--- src/rtl/irq_vec_pkg.sv ---
package irq_vec_pkg;

  typedef enum logic {
    ST_IDLE = 1'b0,
    ST_ACK  = 1'b1
  } ack_state_e;

endpackage

--- src/rtl/irq_sync.sv ---
module irq_sync #(
  parameter int WIDTH  = 7,
  parameter int STAGES = 2
) (
  input  logic             clk,
  input  logic             rst_n,
  input  logic [WIDTH-1:0] irq_n_i,
  output logic [WIDTH-1:0] req_o
);

  logic [WIDTH-1:0] stg_q [STAGES];

  // active-low lines are inverted at the first stage; reset means "nothing pending"
  always_ff @(posedge clk or negedge rst_n) begin
    if (!rst_n) begin
      for (int s = 0; s < STAGES; s++) stg_q[s] <= '0;
    end else begin
      stg_q[0] <= ~irq_n_i;
      for (int s = 1; s < STAGES; s++) stg_q[s] <= stg_q[s-1];
    end
  end

  assign req_o = stg_q[STAGES-1];

endmodule

--- src/rtl/irq_prio_enc.sv ---
module irq_prio_enc #(
  parameter int NUM_LEVELS = 7,
  parameter int STAT_W     = 16,
  localparam int LVL_W     = $clog2(NUM_LEVELS + 1)
) (
  input  logic                  clk,
  input  logic                  rst_n,
  input  logic [NUM_LEVELS-1:0] req_i,
  output logic [STAT_W-1:0]     status_o
);

  logic [LVL_W-1:0]  top_lvl;
  logic [STAT_W-1:0] status_q;

  // later iterations overwrite, so the highest active level wins
  always_comb begin
    top_lvl = '0;
    for (int k = 0; k < NUM_LEVELS; k++) begin
      if (req_i[k]) top_lvl = LVL_W'(k + 1);
    end
  end

  always_ff @(posedge clk or negedge rst_n) begin
    if (!rst_n) status_q <= '0;
    else        status_q <= {{(STAT_W-LVL_W-1){1'b0}}, top_lvl, |req_i};
  end

  assign status_o = status_q;

  a_r1_pending_follows: assert property (@(posedge clk) disable iff (!rst_n)
    (|req_i) |=> status_o[0]);

  a_r1_idle_clear: assert property (@(posedge clk) disable iff (!rst_n)
    !(|req_i) |=> (status_o == '0));

  // no active level above the reported one
  a_r2_no_higher: assert property (@(posedge clk) disable iff (!rst_n)
    (|req_i) |=> (($past(req_i) >> status_o[LVL_W:1]) == '0));

  a_r3_upper_zero: assert property (@(posedge clk) disable iff (!rst_n)
    status_o[STAT_W-1:LVL_W+1] == '0);

endmodule

--- src/rtl/irq_ack_ctrl.sv ---
module irq_ack_ctrl
  import irq_vec_pkg::*;
#(
  parameter int NUM_LEVELS  = 7,
  parameter int ADDR_W      = 8,
  parameter int VEC_W       = 8,
  parameter int TIMEOUT_CYC = 32,
  localparam int LVL_W      = $clog2(NUM_LEVELS + 1),
  localparam int CNT_W      = $clog2(TIMEOUT_CYC + 1)
) (
  input  logic              clk,
  input  logic              rst_n,
  input  logic              rd_valid_i,
  input  logic [ADDR_W-1:0] rd_addr_i,
  output logic              rd_ready_o,
  output logic [VEC_W-1:0]  rd_data_o,
  output logic              rd_err_o,
  output logic              ack_req_o,
  output logic [LVL_W-1:0]  ack_level_o,
  input  logic              ack_ready_i,
  input  logic [VEC_W-1:0]  ack_vector_i
);

  ack_state_e       state_q, state_d;
  logic [LVL_W-1:0] lvl_q;
  logic [CNT_W-1:0] wait_q;
  logic [LVL_W-1:0] addr_lvl;
  logic             addr_hit;
  logic             expire;

  // offset 2L+1 selects level L; anything else misses
  assign addr_lvl = rd_addr_i[LVL_W:1];
  assign addr_hit = rd_addr_i[0]
                  && ((rd_addr_i >> (LVL_W + 1)) == '0)
                  && (addr_lvl != '0)
                  && (int'(addr_lvl) <= NUM_LEVELS);
  assign expire   = (wait_q == CNT_W'(TIMEOUT_CYC - 1));

  always_comb begin
    state_d    = state_q;
    rd_ready_o = 1'b0;
    rd_data_o  = '0;
    rd_err_o   = 1'b0;
    unique case (state_q)
      ST_IDLE: begin
        if (rd_valid_i) begin
          if (addr_hit) state_d    = ST_ACK;
          else          rd_ready_o = 1'b1;
        end
      end
      ST_ACK: begin
        if (ack_ready_i) begin
          rd_ready_o = 1'b1;
          rd_data_o  = ack_vector_i;
          state_d    = ST_IDLE;
        end else if (expire) begin
          rd_ready_o = 1'b1;
          rd_err_o   = 1'b1;
          state_d    = ST_IDLE;
        end
      end
      default: state_d = ST_IDLE;
    endcase
  end

  always_ff @(posedge clk or negedge rst_n) begin
    if (!rst_n) begin
      state_q <= ST_IDLE;
      lvl_q   <= '0;
      wait_q  <= '0;
    end else begin
      state_q <= state_d;
      if (state_q == ST_IDLE) begin
        wait_q <= '0;
        if (rd_valid_i && addr_hit) lvl_q <= addr_lvl;
      end else begin
        wait_q <= wait_q + 1'b1;
      end
    end
  end

  assign ack_req_o   = (state_q == ST_ACK);
  assign ack_level_o = lvl_q;

  a_r5_level_nonzero: assert property (@(posedge clk) disable iff (!rst_n)
    ack_req_o |-> (ack_level_o != '0));

  a_r6_vector_passed: assert property (@(posedge clk) disable iff (!rst_n)
    (ack_req_o && ack_ready_i) |-> (rd_ready_o && !rd_err_o && rd_data_o == ack_vector_i));

  a_r6_release: assert property (@(posedge clk) disable iff (!rst_n)
    (ack_req_o && rd_ready_o) |=> !ack_req_o);

  a_r7_miss_no_ack: assert property (@(posedge clk) disable iff (!rst_n)
    (rd_valid_i && rd_ready_o && !ack_req_o) |-> (rd_data_o == '0 && !rd_err_o));

  a_r7_miss_idle_after: assert property (@(posedge clk) disable iff (!rst_n)
    (rd_valid_i && rd_ready_o && !ack_req_o) |=> !ack_req_o);

  a_r8_hold_request: assert property (@(posedge clk) disable iff (!rst_n)
    (ack_req_o && !rd_ready_o) |=> (ack_req_o && $stable(ack_level_o)));

  a_r8_host_holds: assert property (@(posedge clk) disable iff (!rst_n)
    ack_req_o |-> rd_valid_i);

  a_r9_err_data_zero: assert property (@(posedge clk) disable iff (!rst_n)
    rd_err_o |-> (rd_ready_o && rd_data_o == '0 && !ack_ready_i));

endmodule

--- src/rtl/irq_vec_encoder.sv ---
module irq_vec_encoder #(
  parameter int NUM_LEVELS  = 7,
  parameter int STAT_W      = 16,
  parameter int ADDR_W      = 8,
  parameter int VEC_W       = 8,
  parameter int SYNC_STAGES = 2,
  parameter int TIMEOUT_CYC = 32,
  localparam int LVL_W      = $clog2(NUM_LEVELS + 1)
) (
  input  logic                  clk,
  input  logic                  rst_n,
  input  logic [NUM_LEVELS-1:0] irq_n_i,
  output logic [STAT_W-1:0]     status_o,
  input  logic                  rd_valid_i,
  input  logic [ADDR_W-1:0]     rd_addr_i,
  output logic                  rd_ready_o,
  output logic [VEC_W-1:0]      rd_data_o,
  output logic                  rd_err_o,
  output logic                  ack_req_o,
  output logic [LVL_W-1:0]      ack_level_o,
  input  logic                  ack_ready_i,
  input  logic [VEC_W-1:0]      ack_vector_i
);

  logic [NUM_LEVELS-1:0] req_sync;

  irq_sync #(.WIDTH(NUM_LEVELS), .STAGES(SYNC_STAGES)) u_sync (
    .clk     (clk),
    .rst_n   (rst_n),
    .irq_n_i (irq_n_i),
    .req_o   (req_sync)
  );

  irq_prio_enc #(.NUM_LEVELS(NUM_LEVELS), .STAT_W(STAT_W)) u_enc (
    .clk      (clk),
    .rst_n    (rst_n),
    .req_i    (req_sync),
    .status_o (status_o)
  );

  irq_ack_ctrl #(
    .NUM_LEVELS (NUM_LEVELS),
    .ADDR_W     (ADDR_W),
    .VEC_W      (VEC_W),
    .TIMEOUT_CYC(TIMEOUT_CYC)
  ) u_ack (
    .clk          (clk),
    .rst_n        (rst_n),
    .rd_valid_i   (rd_valid_i),
    .rd_addr_i    (rd_addr_i),
    .rd_ready_o   (rd_ready_o),
    .rd_data_o    (rd_data_o),
    .rd_err_o     (rd_err_o),
    .ack_req_o    (ack_req_o),
    .ack_level_o  (ack_level_o),
    .ack_ready_i  (ack_ready_i),
    .ack_vector_i (ack_vector_i)
  );

endmodule

--- config.mk ---
export PLATFORM = sky130hd
export DESIGN_NAME = irq_vec_encoder
export DESIGN_NICKNAME = d
export VERILOG_FILES = /design/src/rtl/irq_vec_pkg.sv /design/src/rtl/irq_sync.sv /design/src/rtl/irq_prio_enc.sv /design/src/rtl/irq_ack_ctrl.sv /design/src/rtl/irq_vec_encoder.sv
export SDC_FILE = /design/constraint.sdc
export NUM_CORES = 1
export LEC_CHECK = 0
export ABC_CLOCK_PERIOD_IN_PS = 1200
export BUFFER_PORTS_ARGS = -buffer_cell sky130_fd_sc_hd__buf_2
export CORE_UTILIZATION = 40
export CTS_CLUSTER_SIZE = 10
export DETAILED_ROUTE_END_ITERATION = 8
export PLACE_DENSITY = 0.84
export SYNTH_ARGS = -nofsm -noshare
export SYNTH_HDL_FRONTEND = slang
export SYNTH_SLANG_ARGS = --single-unit
export TNS_END_PERCENT = 100
--- constraint.sdc ---
create_clock -name clk -period 1.2 [get_ports clk]
set_input_delay 0.06 -clock clk [delete_from_list [all_inputs] [get_ports clk]]
set_output_delay 0.06 -clock clk [all_outputs]
set_load 0.03 [all_outputs]
Word level (Yosys, flattened, before mapping):

Cells that the tools add are included.

* flip-flop bits (word level): 28
* latch bits: 0
* bits in writable memories: 0
* memory bits (read-only): 0
* input bits: 27
* output and inout bits: 30
* word-level logic and storage cells: 39
* memories: 0

* add/sub/neg operators: 1
* $mul: 0
* divide/modulo/power cells: 0
* order comparisons: 0
* eq/ne operators: 1
* shift operators: 0
* mux-type cells: 22
* bitwise gates (word level): 2
* reduce and logical (&&, ||, !) cells: 7

Operators with widths (number)
* 3-bit two-way mux: 6
* 8-bit two-way mux: 2
* 1-bit two-way mux: 11
* 8-bit logical NOT: 1
* 7-bit NOT: 1
* 7-bit OR reduction: 1
* 6-bit by 1-bit adder with 6-bit output (second input constant): 1
* 6-bit by 5-bit == test with 1-bit output (second input constant): 1
* 6-bit two-way mux: 1
* 1-bit case mux with 2 select lines: 2
* 1-bit logical AND: 3
* 3-bit nonzero test: 1
* 2-bit AND reduction: 1
* 1-bit NOT: 1

Logic depth before layout (Yosys ltp):

Gate-level depths: netlist of the first run.

* depth after elaboration: 7
* depth in mapped cells: 5
* depth with buffers taken out: 5

Cells and area by module:

From an unflattened synthesis of the first run, not the netlist that was laid out.

* cell total of the unflattened synthesis: 107
* area, all modules: 1204.9 µm²

Modules (own cells, without submodules)
* irq_ack_ctrl: times used 1, cells each 51, area each 526.8 µm², sequential area each 250.2 µm²
* irq_sync: times used 1, cells each 28, area each 429.2 µm², sequential area each 350.3 µm²
* irq_prio_enc: times used 1, cells each 28, area each 249.0 µm², sequential area each 100.1 µm²

Least setup slack after synthesis of the first run:

No wires, ideal clock.

* path kind: reg-to-output
* start: register u_ack.wait_q[0]
* end: output rd_err_o
* arrival time: 1.602 ns
* data required time: 1.140 ns
* slack: -0.462 ns
* stages on the path, launching flop included: 4
* path buffers: 0
* cell sequence: dfrtp_1 -> ha_1 -> nand2_1 -> nor4_1

* cells in the longest elaborated chain, start to end: 4

Ends and longest elaborated chain
* from (decl): RTL line irq_ack_ctrl.sv:26 `logic [CNT_W-1:0] wait_q;`
* from (signal assigned): RTL line irq_ack_ctrl.sv:77 `wait_q <= wait_q + 1'b1;`
* 6-bit by 5-bit == test with 1-bit output: RTL line irq_ack_ctrl.sv:37 `assign expire = (wait_q == CNT_W'(TIMEOUT_CYC - 1));`
* 1-bit two-way mux: RTL line irq_ack_ctrl.sv:56 `end else if (expire) begin`
* 1-bit two-way mux: RTL line irq_ack_ctrl.sv:52 `if (ack_ready_i) begin`
* 1-bit two-way mux: RTL line irq_ack_ctrl.sv:44 `unique case (state_q)`
* to (decl): RTL line irq_vec_encoder.sv:18 `output logic rd_err_o,`

Every way passes these cells.

Worst setup path in the final report of the first run:

* start: register u_ack.wait_q[0]
* end: output rd_ready_o

* cells in the longest elaborated chain, start to end: 4

Ends and longest elaborated chain
* 6-bit by 5-bit == test with 1-bit output: RTL line irq_ack_ctrl.sv:37
* 1-bit two-way mux: RTL line irq_ack_ctrl.sv:56
* 1-bit two-way mux: RTL line irq_ack_ctrl.sv:52
* 1-bit case mux with 2 select lines: RTL line irq_ack_ctrl.sv:44
* to (decl): RTL line irq_vec_encoder.sv:16 `output logic rd_ready_o,`

Every way passes these cells.

==> results of run 1 <==
[logic make-up after synthesis]
logic type | after synthesis
compound gates | 8
xor+xnor | 3
fa+ha+maj | 1
buf+inv | 21
flops | 28
mux | 3
other cells | 1
simple gates | 33
[cell type report]
cell class,count,area share (%)
clock buffers,4,1.438
inverters,8,1.644
well taps,31,2.123
flip-flops and latches,28,38.42
multi-input cells,60,25.68
repair buffers,74,30.68
[per-layer routing]
metal | GRT usage (%) | part of all wire [%] | up-vias
li1 | - | - | 449
met4 | 12.86 | 4.7 | 0
met2 | 33.05 | 56 | 55
met3 | 1.860 | 3.8 | 14
met5 | 0 | 0 | -
met1 | 19.22 | 36 | 463
[critical path, stage by stage, from the launching register on]
cell and delay [ns]:
dfrtp_1 0.42, ha_4 0.17, nand2_4 0.07, nor3_4 0.16, o21ai_1 0.08, o21ai_1 0.10
buf_4 0.18
[path summary, 6_finish.rpt]
kind | from | end | cells past startpoint
min in group clk | ack_ready_i | u_ack.ack_req_o | 3
max | u_ack.wait_q[0] | rd_ready_o | 6
min reg2reg | u_sync.stg_q[8] | u_sync.req_o[1] | 0
min | rst_n | u_ack.wait_q[2] | 2
max reg2reg | u_ack.wait_q[0] | u_ack.wait_q[5] | 6
max in group asynchronous | rst_n | u_ack.ack_req_o | 2
[cell usage in the layout (no fill, tap or decap), types with 2 or more instances in the layout]
master,count
nand2b_1,2
buf_4,14
conb_1,12
dlygate4sd3_1,11
and2_1,4
mux2_4,3
and3_4,8
dfrtp_1,27
nand2_1,2
o21bai_1,2
clkbuf_4,3
inv_1,8
buf_2,33
o21ai_0,2
nor2_1,3
or3_1,2
xnor2_1,2
buf_6,16
o21ai_1,2
[sequential cells by signal, summed over array words and instances (netlist names)]
register           count
u_sync.req_o           7
u_ack.ack_level_o      3
u_ack.wait_q           6
u_enc.status_o         4
u_ack.ack_req_o        1
u_sync.stg_q           7
[power groups by stage]
| stage | clock [uW] | sequential [uW] | combinational, uW |
|---|---|---|---|
| final | 394 | 1020 | 320 |
| after global routing | 455 | 1020 | 339 |
| after CTS | 401 | 1020 | 300 |
| after detailed placement | 0 | 1030 | 263 |
| after global placement | 0 | 1030 | 256 |
| after floorplan | 0 | 1080 | 141 |
[stage by stage]
stage                     cells  setup slack, ns  instance area, um^2  power [uW]  hold slack [ns]
after floorplan             109          -0.1544                 1207        1222          -0.2356
after global placement      178         -0.05220                 1425        1287          0.07664
after detailed placement    178          -0.1429                 1425        1298          0.08913
after CTS                   198          -0.2995                 1678        1718           0.1287
after global routing        205          -0.4093                 1827        1818           0.2720
final                       205          -0.3702                 1827        1734           0.2609
[what timing repair did]
action	CTS	global route
setup buffers	5	6
resized for setup	27	20
hold endpoints to repair	38	0
pin swaps	4	1
hold buffers	11	0
cloned	0	1
endpoints found under the setup margin	14	17
==> impl_metrics.env, run 1 <==
export IMPL_seqCellArea_um2=701.9
export IMPL_clk_path_buf_depth=2
export IMPL_clock_latency_ns=0.33
export IMPL_netlist_area_leader_share_pct=60.61
export IMPL_cap_violations=0
export IMPL_drive_gt1_share_pct=49.43
export IMPL_irDropWorstVdd_v=0.0007610
export IMPL_async_flop_share_pct=100.0
export IMPL_synth_top_area_cell="dfrtp_1"
export IMPL_start_kind="register"
export IMPL_multiInputGateArea_um2=469.2
export IMPL_synth_most_common_cell="dfrtp_1"
export IMPL_synth_compound_area_share_pct=4.113
export IMPL_wl_per_cell_um=15.08
export IMPL_routed_wl_um=3091
export IMPL_ant_nets=0
export IMPL_grt_max_degree=29
export IMPL_rsz0062_at_grt="yes"
export IMPL_yosys_area_share_simple_pct=16.99
export IMPL_dp_hpwl_um=1542
export IMPL_fin_util_pct=66.24
export IMPL_synth_xor_xnor_area_share_pct=2.273
export IMPL_switching_power_uw=481.6
export IMPL_p_leak_uw=0.0009280
export IMPL_drtPass1Iterations=6
export IMPL_synth_area_leaders="dfrtp_1, buf_4, and3_1"
export IMPL_period_minus_slack_ns=1.570
export IMPL_ctsHtreeMaxLevel=1
export IMPL_cts_buffers=3
export IMPL_core_mm2=0.002758
export IMPL_max_freq_ghz=0.6369
export IMPL_synth_fa_ha_area_share_pct=1.082
export IMPL_port_buffers=44
export IMPL_cp_required_ns=1.14
export IMPL_switching_share_pct=27.78
export IMPL_relSlewSlack_pct=60.90
export IMPL_combinationalPowerShare_pct=18.5
export IMPL_cts_sinks=28
export IMPL_cts_tree="done"
export IMPL_nets=203
export IMPL_ys_types=26
export IMPL_cts_root_buf="clkbuf_4"
export IMPL_start_util_pct=41.92
export IMPL_vias=981
export IMPL_fin_crit_sh_pct=130.8
export IMPL_final_max_slew_violation_count=0
export IMPL_ys_flop_type="dfrtp_1"
export IMPL_io_pin_count=57
export IMPL_std_cell_rows=19
export IMPL_syn_to_final_growth_pct=58.01
export IMPL_reg2reg_slack_ns=-0.23
export IMPL_finClkSkew_ns=0.006478
export IMPL_fillers=182
export IMPL_path_class="register to output port"
export IMPL_setup_viol=16
export IMPL_grt_pass1_wl_um=4243
export IMPL_grt_usage_pct=18.07
export IMPL_grt_pass1_vias=1002
export IMPL_die_area_mm2=0.003109
export IMPL_antenna_found_initial=0
export IMPL_antenna_cells=0
export IMPL_postSynthCellCount=98
export IMPL_worstMarginPinSlew_ns=0.5865
export IMPL_synthMuxAreaShare_pct=3.896
export IMPL_viasPerCell=4.785
export IMPL_finalSetupTns_ns=-2.730
export IMPL_clk_pin_slew_ns=0.14
export IMPL_synth_edf_count=0
export IMPL_end_kind="output port"
export IMPL_critPathMaxFanout=2
export IMPL_power_density_mw_per_mm2=949.0
export IMPL_ys_warnings_count=0
export IMPL_fin_ws_ns=-0.3702
export IMPL_holdCritPathClass="input port to asynchronous set/reset pin"
export IMPL_yosys_register_bits=28
export IMPL_drt_iter0_drc=19
export IMPL_finalHoldViolCount=0
export IMPL_drc=0
export IMPL_dieHeight_um=55.76
export IMPL_violations="setup timing"
export IMPL_syn_avg_cell_area_um2=11.80
export IMPL_grt_overflow=0
export IMPL_syn_cell_area_mm2=0.001156
export IMPL_fp_dieW_um=55.76
export IMPL_clkPwrFrac_pct=22.7
export IMPL_routabilityCongestion=0.7537
export IMPL_p_int_uw=1252
export IMPL_cp_arrival_ns=1.51
export IMPL_run_status="finished with violations"
export IMPL_synth_common_cells="dfrtp_1, buf_4, and3_1, inv_1"
export IMPL_synth_top_family_by_area="simple AND/OR/NAND/NOR gates"
export IMPL_seqPwrFrac_pct=58.8
export IMPL_yosysSeqAreaShare_pct=60.61
Note: power is estimated with default switching activity, not from simulation.
==> inputs of run 2 (changes only) <==
--- a/config.mk
+++ b/config.mk
@@ -7,10 +7,11 @@
 export LEC_CHECK = 0
 export ABC_CLOCK_PERIOD_IN_PS = 1200
 export BUFFER_PORTS_ARGS = -buffer_cell sky130_fd_sc_hd__buf_2
-export CORE_UTILIZATION = 40
+export CORE_UTILIZATION = 42
+export CTS_BUF_LIST = sky130_fd_sc_hd__clkbuf_4 sky130_fd_sc_hd__clkbuf_8
 export CTS_CLUSTER_SIZE = 10
 export DETAILED_ROUTE_END_ITERATION = 8
-export PLACE_DENSITY = 0.84
+export PLACE_DENSITY = 0.87
 export SYNTH_ARGS = -nofsm -noshare
 export SYNTH_HDL_FRONTEND = slang
 export SYNTH_SLANG_ARGS = --single-unit
==> run 2 against run 1 <==
The run still ends with setup timing left. Largest power group unchanged. Sequential power is essentially flat. Largest cell class unchanged. Via count grew 2.2%. Sequential share of layout area shrank 0.39 points.
==> impl_metrics.env, run 2 (same netlist as run 1, synthesis figures left out) <==
export IMPL_p_int_uw=1462
export IMPL_drc=0
export IMPL_crit_slowest_cell="dfrtp_1"
export IMPL_seqCellArea_um2=701.9
export IMPL_drtPass1Iterations=4
export IMPL_cp_arrival_ns=1.62
export IMPL_finalSetupTns_ns=-3.302
export IMPL_cts_sinks=28
export IMPL_dp_hpwl_um=1522
export IMPL_routed_wl_um=3113
export IMPL_end_kind="output port"
export IMPL_rsz0062_at_grt="yes"
export IMPL_grt_max_degree=29
export IMPL_max_freq_ghz=0.5966
export IMPL_switching_power_uw=505.8
export IMPL_antenna_cells=0
export IMPL_critPathMaxFanout=2
export IMPL_start_util_pct=45.43
export IMPL_multiInputGateArea_um2=451.7
export IMPL_irDropWorstVdd_v=0.001679
export IMPL_worstMarginPinSlew_ns=0.5977
export IMPL_run_status="finished with violations"
export IMPL_final_max_slew_violation_count=0
export IMPL_path_class="register to output port"
export IMPL_routabilityCongestion=0.7465
export IMPL_fillers=165
export IMPL_clk_path_buf_depth=2
export IMPL_seqPwrFrac_pct=51.8
export IMPL_fin_crit_sh_pct=139.7
export IMPL_wl_per_cell_um=15.26
export IMPL_cts_tree="done"
export IMPL_ant_nets=0
export IMPL_die_area_mm2=0.002966
export IMPL_p_leak_uw=0.0009258
export IMPL_syn_to_final_growth_pct=59.63
export IMPL_cap_violations=0
export IMPL_fin_ws_ns=-0.4763
export IMPL_switching_share_pct=25.70
export IMPL_relSlewSlack_pct=60.15
export IMPL_pre_cts_slack_ns=-0.1157
export IMPL_cp_required_ns=1.14
export IMPL_finClkSkew_ns=0.004645
export IMPL_combinationalPowerShare_pct=16.5
export IMPL_grt_busiest_layer="met2"
export IMPL_setup_viol=19
export IMPL_cts_buffers=3
export IMPL_cts_root_buf="clkbuf_4"
export IMPL_layout_common_cells="buf_2, dfrtp_1, buf_4"
export IMPL_worstPathCellList="ha_2 > nand2_2 > buf_4 > nor4_4 > buf_6"
export IMPL_period_minus_slack_ns=1.676
export IMPL_core_mm2=0.002545
export IMPL_viasPerCell=4.917
export IMPL_drive_gt1_share_pct=50.00
export IMPL_violations="setup timing"
export IMPL_port_buffers=44
export IMPL_grt_usage_pct=18.10
export IMPL_dieHeight_um=54.47
export IMPL_clk_pin_slew_ns=0.16
export IMPL_start_kind="register"
export IMPL_drt_iter0_drc=18
export IMPL_nets=203
export IMPL_use_met2_pct=30.89
export IMPL_clkPwrFrac_pct=31.7
export IMPL_std_cell_rows=18
export IMPL_ctsHtreeMaxLevel=1
export IMPL_dp_cells=178
export IMPL_final_common_cell="buf_2"
export IMPL_fp_dieW_um=54.47
export IMPL_grt_pass1_wl_um=3712
export IMPL_grt_pass1_vias=850
export IMPL_power_density_mw_per_mm2=1066
export IMPL_stdcell_count=204
export IMPL_holdCritPathClass="input port to asynchronous set/reset pin"
export IMPL_io_pin_count=57
export IMPL_grt_overflow=0
export IMPL_max_stage_delay_ns=0.41
export IMPL_gr_usage_met1_pct=22.44
export IMPL_vias=1003
export IMPL_finalHoldViolCount=0
export IMPL_clock_latency_ns=0.33
export IMPL_antenna_found_initial=0
export IMPL_grt_use_met3_pct=2.500
==> run 2: what timing repair did <==
item / in CTS / in global routing
hold endpoints to repair: 38 / 0
hold buffers: 11 / 0
cloned: 0 / 1
pin swaps: 4 / 4
endpoints found under the setup margin: 14 / 17
setup buffers: 3 / 7
gates resized for setup: 31 / 11
==> run 2: final cells by class <==
cell class	instances	share of cell area (%)
clock buffer	3	1.220
tap	30	2.034
multi-input combinational	60	24.47
inverter	8	1.627
clock inverter	1	1.627
timing repair buffer	74	30.98
sequential	28	38.03
==> run 2: metal layers <==
| layer | up-vias | wire, um | part of all wire [%] |
|---|---|---|---|
| li1 | 449 | - | - |
| met4 | 0 | 125 | 4.0 |
| met1 | 487 | 1079 | 35 |
| met2 | 51 | 1750 | 56 |
| met5 | - | 0 | 0 |
| met3 | 16 | 158 | 5.1 |
==> run 2: path summary, 6_finish.rpt <==
check,depth (start not counted),to,from,slack [ns]
max,5,rd_err_o,u_ack.wait_q[0],-0.48
min,2,u_ack.wait_q[5],rst_n,0.24
min reg2reg,0,u_sync.req_o[3],u_sync.stg_q[10],0.37
max reg2reg,3,u_ack.ack_level_o[0],u_ack.ack_req_o,-0.15
min in group clk,4,u_ack.ack_req_o,rd_valid_i,0.25
max in group asynchronous,2,u_ack.ack_req_o,rst_n,0.54
==> run 2: power by group through the flow <==
stage          combinational (uW)  sequential (uW)  clock [uW]
2_1_floorplan                 141             1080           0
3_5_place_dp                  263             1030           0
5_1_grt                       349             1030         686
4_1_cts                       302             1010         615
6_report                      325             1020         625
3_3_place_gp                  256             1030           0
==> run 2: critical path: cells and delay by family (launching register included) <==
kind                     cells  cell delay [ns]
buffers and inverters        2             0.32
AND/OR/NAND/NOR              2             0.32
flip-flops                   1             0.41
adder cells (fa/ha/maj)      1             0.23
==> run 2: stage by stage <==
step / total power, uW / hold WS, ns / area, um^2 / util [%]
after global routing: 2061 / 0.2344 / 1846 / 72.52
after floorplan: 1222 / -0.2356 / 1207 / -
after detailed placement: 1294 / 0.09162 / 1431 / 56.24
after CTS: 1930 / 0.1648 / 1725 / 67.80
final: 1968 / 0.2405 / 1846 / 72.52
after global placement: 1286 / 0.07475 / 1431 / 56.24
==> inputs of run 3 (changes only) <==
--- a/config.mk
+++ b/config.mk
@@ -7,11 +7,11 @@
 export LEC_CHECK = 0
 export ABC_CLOCK_PERIOD_IN_PS = 1200
 export BUFFER_PORTS_ARGS = -buffer_cell sky130_fd_sc_hd__buf_2
-export CORE_UTILIZATION = 42
-export CTS_BUF_LIST = sky130_fd_sc_hd__clkbuf_4 sky130_fd_sc_hd__clkbuf_8
+export CORE_UTILIZATION = 40
 export CTS_CLUSTER_SIZE = 10
 export DETAILED_ROUTE_END_ITERATION = 8
-export PLACE_DENSITY = 0.87
+export PLACE_DENSITY = 0.84
+export SKIP_CTS_REPAIR_TIMING = 1
 export SYNTH_ARGS = -nofsm -noshare
 export SYNTH_HDL_FRONTEND = slang
 export SYNTH_SLANG_ARGS = --single-unit
==> run 3 against run 2 <==
The flow still finishes with violations (setup timing). Combinational power shrank 5%. Cell count shrank 3.9%. Routed wire length shrank 17%. Count of clock-buffer cells in the layout grew 1. Worst setup slack gained 0.13 ns. Maximum frequency grew 8.3%. Total power shrank 13%. Non-clock buffer count shrank 9. Critical path type unchanged.
==> impl_metrics.env, run 3 (same netlist as run 1, synthesis figures left out) <==
export IMPL_routabilityCongestion=0.7537
export IMPL_ctsHtreeMaxLevel=1
export IMPL_port_buffers=44
export IMPL_rsz0062_at_grt="yes"
export IMPL_combinationalPowerShare_pct=18.0
export IMPL_path_class="register to output port"
export IMPL_ant_nets=0
export IMPL_grt_max_degree=29
export IMPL_irDropWorstVdd_v=0.0007202
export IMPL_viasPerCell=4.740
export IMPL_antenna_found_initial=0
export IMPL_seqPwrFrac_pct=59.4
export IMPL_drc=0
export IMPL_die_area_mm2=0.003109
export IMPL_violations="setup timing"
export IMPL_wl_per_cell_um=13.23
export IMPL_fin_crit_sh_pct=128.9
export IMPL_dieHeight_um=55.76
export IMPL_layout_common_cells="buf_2, dfrtp_1, conb_1"
export IMPL_antenna_cells=0
export IMPL_drtPass1Iterations=4
export IMPL_switching_power_uw=468.0
export IMPL_grt_pass1_vias=810
export IMPL_drive_gt1_share_pct=43.03
export IMPL_io_pin_count=57
export IMPL_clk_pin_slew_ns=0.14
export IMPL_grt_overflow=0
export IMPL_finClkSkew_ns=0.001744
export IMPL_period_minus_slack_ns=1.547
export IMPL_cts_tree="done"
export IMPL_r2r_cells=5
export IMPL_final_max_slew_violation_count=0
export IMPL_p_leak_uw=0.0008680
export IMPL_routed_wl_um=2594
export IMPL_start_kind="register"
export IMPL_nets=194
export IMPL_drt_iter0_drc=14
export IMPL_cp_arrival_ns=1.49
export IMPL_power_density_mw_per_mm2=1014
export IMPL_cts_buffers=3
export IMPL_grt_pass1_wl_um=3374
export IMPL_stdcell_count=196
export IMPL_clkPwrFrac_pct=22.7
export IMPL_relSlewSlack_pct=61.71
export IMPL_grt_busiest_layer="met2"
export IMPL_use_met2_pct=26.51
export IMPL_clock_latency_ns=0.32
export IMPL_dp_cells=178
export IMPL_worstMarginPinSlew_ns=0.5743
export IMPL_start_util_pct=41.92
export IMPL_p_int_uw=1246
export IMPL_grt_usage_pct=14.30
export IMPL_cts_root_buf="clkbuf_4"
export IMPL_clk_path_buf_depth=2
export IMPL_critPathMaxFanout=2
export IMPL_fin_ws_ns=-0.3472
export IMPL_gr_usage_met1_pct=14.71
export IMPL_fp_dieW_um=55.76
export IMPL_run_status="finished with violations"
export IMPL_setup_viol=15
export IMPL_grt_use_met3_pct=1.860
export IMPL_max_freq_ghz=0.6463
export IMPL_syn_to_final_growth_pct=46.21
export IMPL_finalHoldViolCount=0
export IMPL_cts_sinks=28
export IMPL_dp_hpwl_um=1542
export IMPL_holdCritPathClass="input port to register"
export IMPL_std_cell_rows=19
export IMPL_end_kind="output port"
export IMPL_cap_violations=0
export IMPL_switching_share_pct=27.30
export IMPL_vias=929
export IMPL_core_mm2=0.002758
export IMPL_worstHoldPathCells=3
export IMPL_cp_required_ns=1.14
export IMPL_pre_cts_slack_ns=-0.1429
export IMPL_final_common_cell="buf_2"
run 3: worst max-delay path, stage by stage (launching register included):
cell	delay, ns
dfrtp_1	0.40
ha_2	0.20
nand2_2	0.07
nor3_2	0.15
o21ai_1	0.08
o21ai_1	0.08
buf_4	0.17
run 3: area by class of cell:
class	instances	area, um^2
Fill cell	207	1067
Sequential cell	28	701.9
Timing Repair Buffer	65	481.7
Multi-Input combinational cell	60	411.6
Tap cell	31	38.79
Inverter	8	30.03
Clock buffer	4	26.28
run 3: through the flow:
step	hold slack, ns	util (%)	TNS [ns]	total power [uW]	cell area, um^2
global route	0.2034	61.30	-2.500	1783	1690
floorplan	-0.2356	-	-0.7047	1222	1207
global placement	0.07664	51.68	-0.1783	1287	1425
finish	0.1910	61.30	-1.774	1714	1690
CTS	-0.2793	52.63	-2.073	1682	1451
detailed placement	0.08913	51.68	-0.5289	1298	1425
run 3: path summary, 6_finish.rpt:
| kind | from | to | slack, ns |
|---|---|---|---|
| min in group asynchronous | rst_n | u_ack.wait_q[2] | 0.25 |
| min | ack_ready_i | u_ack.ack_req_o | 0.19 |
| max in group asynchronous | rst_n | u_ack.ack_req_o | 0.54 |
| max reg2reg | u_ack.wait_q[0] | u_ack.wait_q[5] | -0.13 |
| min reg2reg | u_sync.stg_q[8] | u_sync.req_o[1] | 0.37 |
| max | u_ack.wait_q[1] | rd_ready_o | -0.35 |
run 3: metal layers:
layer,share of wire [%],up-vias
met3,5.0,12
met2,54,53
li1,-,427
met4,5.4,0
met5,0,-
met1,36,437
run 3: power groups by stage:
| stage | Combinational, uW | Sequential, uW | Clock, uW |
|---|---|---|---|
| after global routing | 329 | 1020 | 433 |
| after global placement | 256 | 1030 | 0 |
| final | 308 | 1020 | 389 |
| after CTS | 264 | 1020 | 401 |
| after floorplan | 141 | 1080 | 0 |
| after detailed placement | 263 | 1030 | 0 |
